File: src/rtl/fwd_pkg.sv
`timescale 1ns/1ps
package fwd_pkg;

  typedef enum logic [2:0] {
    RSN_NONE  = 3'd0,
    RSN_ERROR = 3'd1,
    RSN_PAUSE = 3'd2,
    RSN_SIZE  = 3'd3,
    RSN_LOCAL = 3'd4,
    RSN_EMPTY = 3'd5
  } dropReason_e;

  typedef struct packed {
    logic capture;
    logic ready;
  } ctrlStrobe_t;

endpackage

File: src/rtl/fwd_ctrl.sv
`timescale 1ns/1ps
module fwd_ctrl
  import fwd_pkg::*;
(
  input  logic        clk,
  input  logic        rstN,
  input  logic        reqValid,
  output logic        reqReady,
  output ctrlStrobe_t strobe
);

  logic readyQ;

  always_ff @(posedge clk or negedge rstN) begin
    if (!rstN) readyQ <= 1'b0;
    else       readyQ <= 1'b1;
  end

  always_comb begin
    strobe.ready   = readyQ;
    strobe.capture = reqValid & readyQ;
  end

  assign reqReady = readyQ;

endmodule

File: src/rtl/fwd_len_check.sv
`timescale 1ns/1ps
module fwd_len_check #(
  parameter int LEN_W     = 12,
  parameter int MIN_LEN   = 64,
  parameter int MAX_STD   = 1536,
  parameter int MAX_EXT   = 1916,
  parameter int TAG_BYTES = 4
) (
  input  logic [LEN_W-1:0] frameLen,
  input  logic             hasTag,
  input  logic             longFrameEn,
  output logic             sizeBad
);

  localparam int LIM_W = LEN_W + 1;

  logic [LIM_W-1:0] baseLimit;
  logic [LIM_W-1:0] tagAllow;
  logic [LIM_W-1:0] upperLimit;
  logic [LIM_W-1:0] lenWide;

  assign lenWide    = {1'b0, frameLen};
  assign baseLimit  = longFrameEn ? LIM_W'(MAX_EXT) : LIM_W'(MAX_STD);
  assign tagAllow   = hasTag ? LIM_W'(TAG_BYTES) : '0;
  assign upperLimit = baseLimit + tagAllow;
  assign sizeBad    = (lenWide < LIM_W'(MIN_LEN)) || (lenWide > upperLimit);

endmodule

File: src/rtl/fwd_datapath.sv
`timescale 1ns/1ps
module fwd_datapath
  import fwd_pkg::*;
#(
  parameter int NUM_PORTS = 5,
  parameter int PORT_W    = 3,
  parameter int LEN_W     = 12,
  parameter int ERR_W     = 4,
  parameter int MIN_LEN   = 64,
  parameter int MAX_STD   = 1536,
  parameter int MAX_EXT   = 1916,
  parameter int TAG_BYTES = 4
) (
  input  logic                 clk,
  input  logic                 rstN,
  input  ctrlStrobe_t          strobe,
  input  logic [PORT_W-1:0]    ingressPort,
  input  logic [NUM_PORTS-1:0] lookupMask,
  input  logic [ERR_W-1:0]     errFlags,
  input  logic                 isPause,
  input  logic                 isIgmp,
  input  logic [LEN_W-1:0]     frameLen,
  input  logic                 hasTag,
  input  logic                 longFrameEn,
  input  logic [NUM_PORTS-1:0] stpFwdMask,
  input  logic                 snoopEn,
  input  logic [PORT_W-1:0]    snoopPort,
  input  logic                 mirrorEn,
  input  logic [PORT_W-1:0]    mirrorPort,
  input  logic [NUM_PORTS-1:0] mirrorRxMask,
  input  logic [NUM_PORTS-1:0] mirrorTxMask,
  input  logic [NUM_PORTS-1:0] vlanMemberMask,
  output logic                 resValid,
  output logic [NUM_PORTS-1:0] resMask,
  output logic                 resDrop,
  output logic [2:0]           resReason
);

  logic [NUM_PORTS-1:0] ingBit;
  logic [NUM_PORTS-1:0] snoopBit;
  logic [NUM_PORTS-1:0] mirrorBit;

  for (genvar p = 0; p < NUM_PORTS; p++) begin : g_portDecode
    assign ingBit[p]    = (ingressPort == PORT_W'(p));
    assign snoopBit[p]  = (snoopPort   == PORT_W'(p));
    assign mirrorBit[p] = (mirrorPort  == PORT_W'(p));
  end

  logic [NUM_PORTS-1:0] stpMask;
  logic [NUM_PORTS-1:0] igmpMask;
  logic [NUM_PORTS-1:0] mirMask;
  logic [NUM_PORTS-1:0] finalMask;
  logic                 rxHit;
  logic                 txHit;

  assign stpMask   = lookupMask & stpFwdMask & ~ingBit;
  assign igmpMask  = (snoopEn && isIgmp) ? (snoopBit & ~ingBit) : stpMask;
  assign rxHit     = |(ingBit & mirrorRxMask);
  assign txHit     = |(igmpMask & mirrorTxMask);
  assign mirMask   = (mirrorEn && (rxHit || txHit)) ? (igmpMask | mirrorBit) : igmpMask;
  assign finalMask = mirMask & vlanMemberMask;

  logic sizeBad;
  logic isLocal;

  fwd_len_check #(
    .LEN_W(LEN_W), .MIN_LEN(MIN_LEN), .MAX_STD(MAX_STD),
    .MAX_EXT(MAX_EXT), .TAG_BYTES(TAG_BYTES)
  ) lenChk_i (
    .frameLen(frameLen), .hasTag(hasTag), .longFrameEn(longFrameEn),
    .sizeBad(sizeBad)
  );

  assign isLocal = (lookupMask == ingBit);

  dropReason_e reasonNext;

  always_comb begin
    if (|errFlags)          reasonNext = RSN_ERROR;
    else if (isPause)       reasonNext = RSN_PAUSE;
    else if (sizeBad)       reasonNext = RSN_SIZE;
    else if (isLocal)       reasonNext = RSN_LOCAL;
    else if (~|finalMask)   reasonNext = RSN_EMPTY;
    else                    reasonNext = RSN_NONE;
  end

  logic                 validQ;
  logic [NUM_PORTS-1:0] maskQ;
  logic                 dropQ;
  dropReason_e          reasonQ;

  always_ff @(posedge clk or negedge rstN) begin
    if (!rstN) begin
      validQ  <= 1'b0;
      maskQ   <= '0;
      dropQ   <= 1'b0;
      reasonQ <= RSN_NONE;
    end else begin
      validQ <= strobe.capture;
      if (strobe.capture) begin
        dropQ   <= (reasonNext != RSN_NONE);
        reasonQ <= reasonNext;
        maskQ   <= (reasonNext == RSN_NONE) ? finalMask : '0;
      end
    end
  end

  assign resValid  = validQ;
  assign resMask   = maskQ;
  assign resDrop   = dropQ;
  assign resReason = reasonQ;

endmodule

File: src/rtl/fwd_resolver.sv
`timescale 1ns/1ps
module fwd_resolver
  import fwd_pkg::*;
#(
  parameter  int NUM_PORTS = 5,
  parameter  int LEN_W     = 12,
  parameter  int ERR_W     = 4,
  parameter  int MIN_LEN   = 64,
  parameter  int MAX_STD   = 1536,
  parameter  int MAX_EXT   = 1916,
  parameter  int TAG_BYTES = 4,
  localparam int PORT_W    = $clog2(NUM_PORTS)
) (
  input  logic                 clk,
  input  logic                 rstN,
  input  logic                 reqValid,
  output logic                 reqReady,
  input  logic [PORT_W-1:0]    ingressPort,
  input  logic [NUM_PORTS-1:0] lookupMask,
  input  logic [ERR_W-1:0]     errFlags,
  input  logic                 isPause,
  input  logic                 isIgmp,
  input  logic [LEN_W-1:0]     frameLen,
  input  logic                 hasTag,
  input  logic                 longFrameEn,
  input  logic [NUM_PORTS-1:0] stpFwdMask,
  input  logic                 snoopEn,
  input  logic [PORT_W-1:0]    snoopPort,
  input  logic                 mirrorEn,
  input  logic [PORT_W-1:0]    mirrorPort,
  input  logic [NUM_PORTS-1:0] mirrorRxMask,
  input  logic [NUM_PORTS-1:0] mirrorTxMask,
  input  logic [NUM_PORTS-1:0] vlanMemberMask,
  output logic                 resValid,
  output logic [NUM_PORTS-1:0] resMask,
  output logic                 resDrop,
  output logic [2:0]           resReason
);

  ctrlStrobe_t strobe;

  fwd_ctrl ctrl_i (
    .clk(clk), .rstN(rstN), .reqValid(reqValid),
    .reqReady(reqReady), .strobe(strobe)
  );

  fwd_datapath #(
    .NUM_PORTS(NUM_PORTS), .PORT_W(PORT_W), .LEN_W(LEN_W), .ERR_W(ERR_W),
    .MIN_LEN(MIN_LEN), .MAX_STD(MAX_STD), .MAX_EXT(MAX_EXT), .TAG_BYTES(TAG_BYTES)
  ) dp_i (
    .clk(clk), .rstN(rstN), .strobe(strobe),
    .ingressPort(ingressPort), .lookupMask(lookupMask), .errFlags(errFlags),
    .isPause(isPause), .isIgmp(isIgmp), .frameLen(frameLen), .hasTag(hasTag),
    .longFrameEn(longFrameEn), .stpFwdMask(stpFwdMask), .snoopEn(snoopEn),
    .snoopPort(snoopPort), .mirrorEn(mirrorEn), .mirrorPort(mirrorPort),
    .mirrorRxMask(mirrorRxMask), .mirrorTxMask(mirrorTxMask),
    .vlanMemberMask(vlanMemberMask),
    .resValid(resValid), .resMask(resMask), .resDrop(resDrop), .resReason(resReason)
  );

endmodule

File: config.mk
export PLATFORM = sky130hd
export DESIGN_NAME = fwd_resolver
export DESIGN_NICKNAME = d
export VERILOG_FILES = /design/src/rtl/fwd_pkg.sv /design/src/rtl/fwd_ctrl.sv /design/src/rtl/fwd_len_check.sv /design/src/rtl/fwd_datapath.sv /design/src/rtl/fwd_resolver.sv
export SDC_FILE = /design/constraint.sdc
export NUM_CORES = 1
export LEC_CHECK = 0
export BUFFER_PORTS_ARGS = -buffer_cell sky130_fd_sc_hd__buf_4
export CAP_MARGIN = 30
export CORE_MARGIN = 1
export CORE_UTILIZATION = 44
export DETAILED_ROUTE_END_ITERATION = 7
export HOLD_SLACK_MARGIN = 0.1
export PLACE_DENSITY = 0.8
export RECOVER_POWER = 25
export SETUP_SLACK_MARGIN = 0.05
export SYNTH_ARGS = -nofsm -noshare
export SYNTH_HDL_FRONTEND = slang
export SYNTH_HIERARCHICAL = 1
export SYNTH_SLANG_ARGS = --single-unit
File: constraint.sdc
create_clock -name clk -period 1.7 [get_ports clk]
set_input_delay 0.17 -clock clk [delete_from_list [all_inputs] [get_ports clk]]
set_output_delay 0.17 -clock clk [all_outputs]
set_load 0.03 [all_outputs]
==> insert_results.sql <==
INSERT INTO impl_metrics (metric_group, metric, value, unit) VALUES
('run_status', 'outcome', 'complete, but fails checks', ''),
('run_status', 'violated_checks', 'negative setup slack', ''),
('drt', 'routed_wirelength', '4440', 'um'),
('pwr', 'power.share.sequential', '28.6', '%'),
('clock_tree', 'cts_tree', 'yes', ''),
('die', 'dieArea', '2940', 'um2'),
('worst_setup_path', 'critical_path_peak_fanout', '7', ''),
('sta', 'timing.setup.tns', '-0.0172', 'ns'),
('sta', 'grt_setup_unrepaired', 'true', ''),
('die', 'floorplan.initialDensity', '47.6', '%'),
('pwr', 'power.switching', '0.375', 'mW'),
('worst_setup_path', 'crit_type', 'in2reg', ''),
('worst_setup_path', 'timing.critical_path.required', '1.87', 'ns'),
('sta', 'final_min_period_over_clock_period', '101', '%'),
('sta', 'finalMaxSlewViolations', '0', ''),
('die', 'fp.dieW', '54.3', 'um'),
('clock_tree', 'cts_root_buf', 'sky130_fd_sc_hd__clkbuf_4', ''),
('placement', 'place.detailed.hpwl', '3290', 'um'),
('yosys', 'synth_area', '1200', 'um2'),
('finish', 'area.sequential', '275', 'um2'),
('worst_hold_path', 'cell_depth_of_the_worst_hold_path', '2', ''),
('sta', 'worst_hold_slack', '0.119', 'ns'),
('yosys', 'synth_warnings', '6', ''),
('die', 'die_height', '54.3', 'um'),
('yosys', 'synth_area_per_cell', '8.90', 'um2'),
('global_routing', 'grt_use_total', '29.9', '%'),
('die', 'core_region_area', '2520', 'um2'),
('pwr', 'clkPwrFrac', '17.4', '%'),
('finish', 'antenna_fix_cells', '0', ''),
('die', 'ios', '70', ''),
('pwr', 'p_int', '0.669', 'mW'),
('sta', 'finalSetupViolCount', '2', ''),
('clock_tree', 'cts_made_buffers', '3', ''),
('clock_tree', 'cts-root-to-sink-buffers', '2', ''),
('finish', 'multi_input_comb_area', '1040', 'um2'),
('finish', 'total_nets_final', '306', ''),
('global_routing', 'number_of_global_route_vias_before_repair', '1490', ''),
('global_routing', 'grt_first_pass_wirelength', '6330', 'um'),
('clock_tree', 'cts_num_sinks', '11', ''),
('sta', 'period_minus_slack', '1.71', 'ns'),
('worst_setup_path', 'worst_setup_path_end_kind', 'register', ''),
('drt', 'detailroute.via_count', '1552', ''),
('pwr', 'power.switching_fraction', '35.9', '%'),
('run', 'maxCapViolCount', '0', ''),
('finish', 'final_layout_size_suffix_gt1_share', '58.1', '%'),
('worst_setup_path', 'crit_arrival', '1.88', 'ns'),
('drt', 'first_iter_violations', '34', ''),
('placement', 'numPortBuffers', '69', ''),
('clock_tree', 'clkLatencyLatePin', '0.27', 'ns'),
('yosys', 'synth_fp_nets', '204', ''),
('clock_tree', 'reg_clk_slew_reported_paths', '0.07', 'ns'),
('global_routing', 'grt_overflow_total', '0', ''),
('pwr', 'power.density', '473', 'nW/um2'),
('pwr', 'p_leak', '1.02', 'nW'),
('sta', 'slew-limit-headroom', '60.1', '%'),
('die', 'placement_rows', '18', ''),
('placement', 'placed_cells_incl_taps', '258', ''),
('finish', 'final_cells', '266', ''),
('finish', 'area_delta_synth_final', '84.0', '%'),
('drt', 'viasPerCell', '5.83', ''),
('yosys', 'postSynthCellCount', '135', ''),
('global_routing', 'antenna_found_initial', '0', ''),
('clock_tree', 'htreeDepth', '1', ''),
('pwr', 'vdd_drop_max', '0.696', 'mV'),
('drt', 'drc_errors', '0', ''),
('sta', 'timing.clock.skew', '0.00484', 'ns'),
('drt', 'detailedRoute.firstPassIterationCount', '4', ''),
('global_routing', 'largest_net_degree_at_the_start_of_global_routing', '12', ''),
('finish', 'filler_cell_count', '134', ''),
('sta', 'hold_viol_final', '0', ''),
('sta', 'maxClockFrequency', '584', 'MHz'),
('worst_setup_path', 'crit_path_start_kind', 'input port', ''),
('sta', 'worst_slew_pin_slew', '0.599', 'ns'),
('sta', 'min_setup_slack_post_route', '-0.0116', 'ns'),
('worst_setup_path', 'worst_r2r_path_depth', '4', ''),
('drt', 'detail-route-antenna-nets', '0', ''),
('pwr', 'p_comb_share', '54.0', '%'),
('placement', 'globalplace.congestion', '0.867', ''),
('worst_hold_path', 'hold_path_class', 'in2reg', ''),
('drt', 'dr_wl_cell', '16.7', 'um');
==> through the flow <==
step                area [um2]  total power, mW  worst slack, ns  util (%)
global placement          2000            0.776           -0.340      79.5
CTS                       2160             1.02          -0.0863      85.7
detailed placement        2000            0.795           -0.429      79.5
global route              2210             1.10          -0.0573      87.6
floorplan                 1280            0.535           -0.114         -
finish                    2210             1.04          -0.0116      87.6
==> registers in the layout, summed over array words and instances, names as in the netlist <==
signal	cells
dp_i/resValid	1
dp_i/resMask	5
ctrl_i/reqReady	1
dp_i/resDrop	1
dp_i/resReason	3
==> per-layer routing <==
layer  GRT usage, %  vias up  routed length [um]
met5              0        -                   0
met2           59.3       64                2400
met4           7.26        0                  52
li1               -      741                   -
met1           32.5      741                1760
met3           3.89        6                 231
==> final timing paths <==
check,from,to,slack [ns]
max in group asynchronous,rstN,dp_i/resMask[0]$_DFFE_PN0P_,0.89
max,ingressPort[0],dp_i/resReason[0]$_DFFE_PN0P_,-0.01
min in group asynchronous,rstN,dp_i/resReason[0]$_DFFE_PN0P_,0.42
min reg2reg,dp_i/resReason[1]$_DFFE_PN0P_,dp_i/resReason[1]$_DFFE_PN0P_,0.55
max reg2reg,ctrl_i/reqReady$_DFF_PN0_,dp_i/resMask[4]$_DFFE_PN0P_,0.35
min,isPause,dp_i/resReason[0]$_DFFE_PN0P_,0.12
==> layout make-up <==
type                            instances  area share [%]
Multi-Input combinational cell        111            47.0
Timing Repair Buffer                  101            35.8
Sequential cell                        11            12.5
Inverter                                9            1.87
Tap cell                               30            1.70
Clock buffer                            4            1.19
==> placed cells by master, fill, tap and decap left out, types with 4 or more instances in the layout <==
cell                       instances
sky130_fd_sc_hd__buf_4            93
sky130_fd_sc_hd__nand3b_1          4
sky130_fd_sc_hd__a21oi_1           4
sky130_fd_sc_hd__ha_4              6
sky130_fd_sc_hd__nand4_1           4
sky130_fd_sc_hd__nor2_1           10
sky130_fd_sc_hd__nor3_1            5
sky130_fd_sc_hd__ha_1              4
sky130_fd_sc_hd__o211a_1           4
sky130_fd_sc_hd__a22o_1            4
sky130_fd_sc_hd__dfrtp_1          11
sky130_fd_sc_hd__inv_1             5
==> timing repair <==
item	in CTS	in global routing
setup endpoints to repair	8	8
endpoints found under the hold margin	11	0
cloned	0	0
hold buffers	1	0
gates resized for setup	21	9
pin swaps	8	4
buffers inserted	2	1
==> power groups by stage <==
| stage | Combinational, mW | Clock, mW | Sequential (mW) |
|---|---|---|---|
| 2_1_floorplan | 0.187 | 0 | 0.348 |
| 3_3_place_gp | 0.475 | 0 | 0.301 |
| 3_5_place_dp | 0.492 | 0 | 0.303 |
| 4_1_cts | 0.537 | 0.182 | 0.298 |
| 5_1_grt | 0.599 | 0.199 | 0.300 |
| 6_report | 0.564 | 0.182 | 0.299 |
==> critical path, stage by stage <==
cell,delay [ns]
sky130_fd_sc_hd__buf_8,0.11
sky130_fd_sc_hd__or3b_4,0.39
sky130_fd_sc_hd__o2111a_1,0.13
sky130_fd_sc_hd__a2111o_1,0.41
sky130_fd_sc_hd__o32ai_4,0.27
sky130_fd_sc_hd__a311oi_2,0.15
sky130_fd_sc_hd__a311oi_1,0.25
Power figures use the tool's default switching activity.
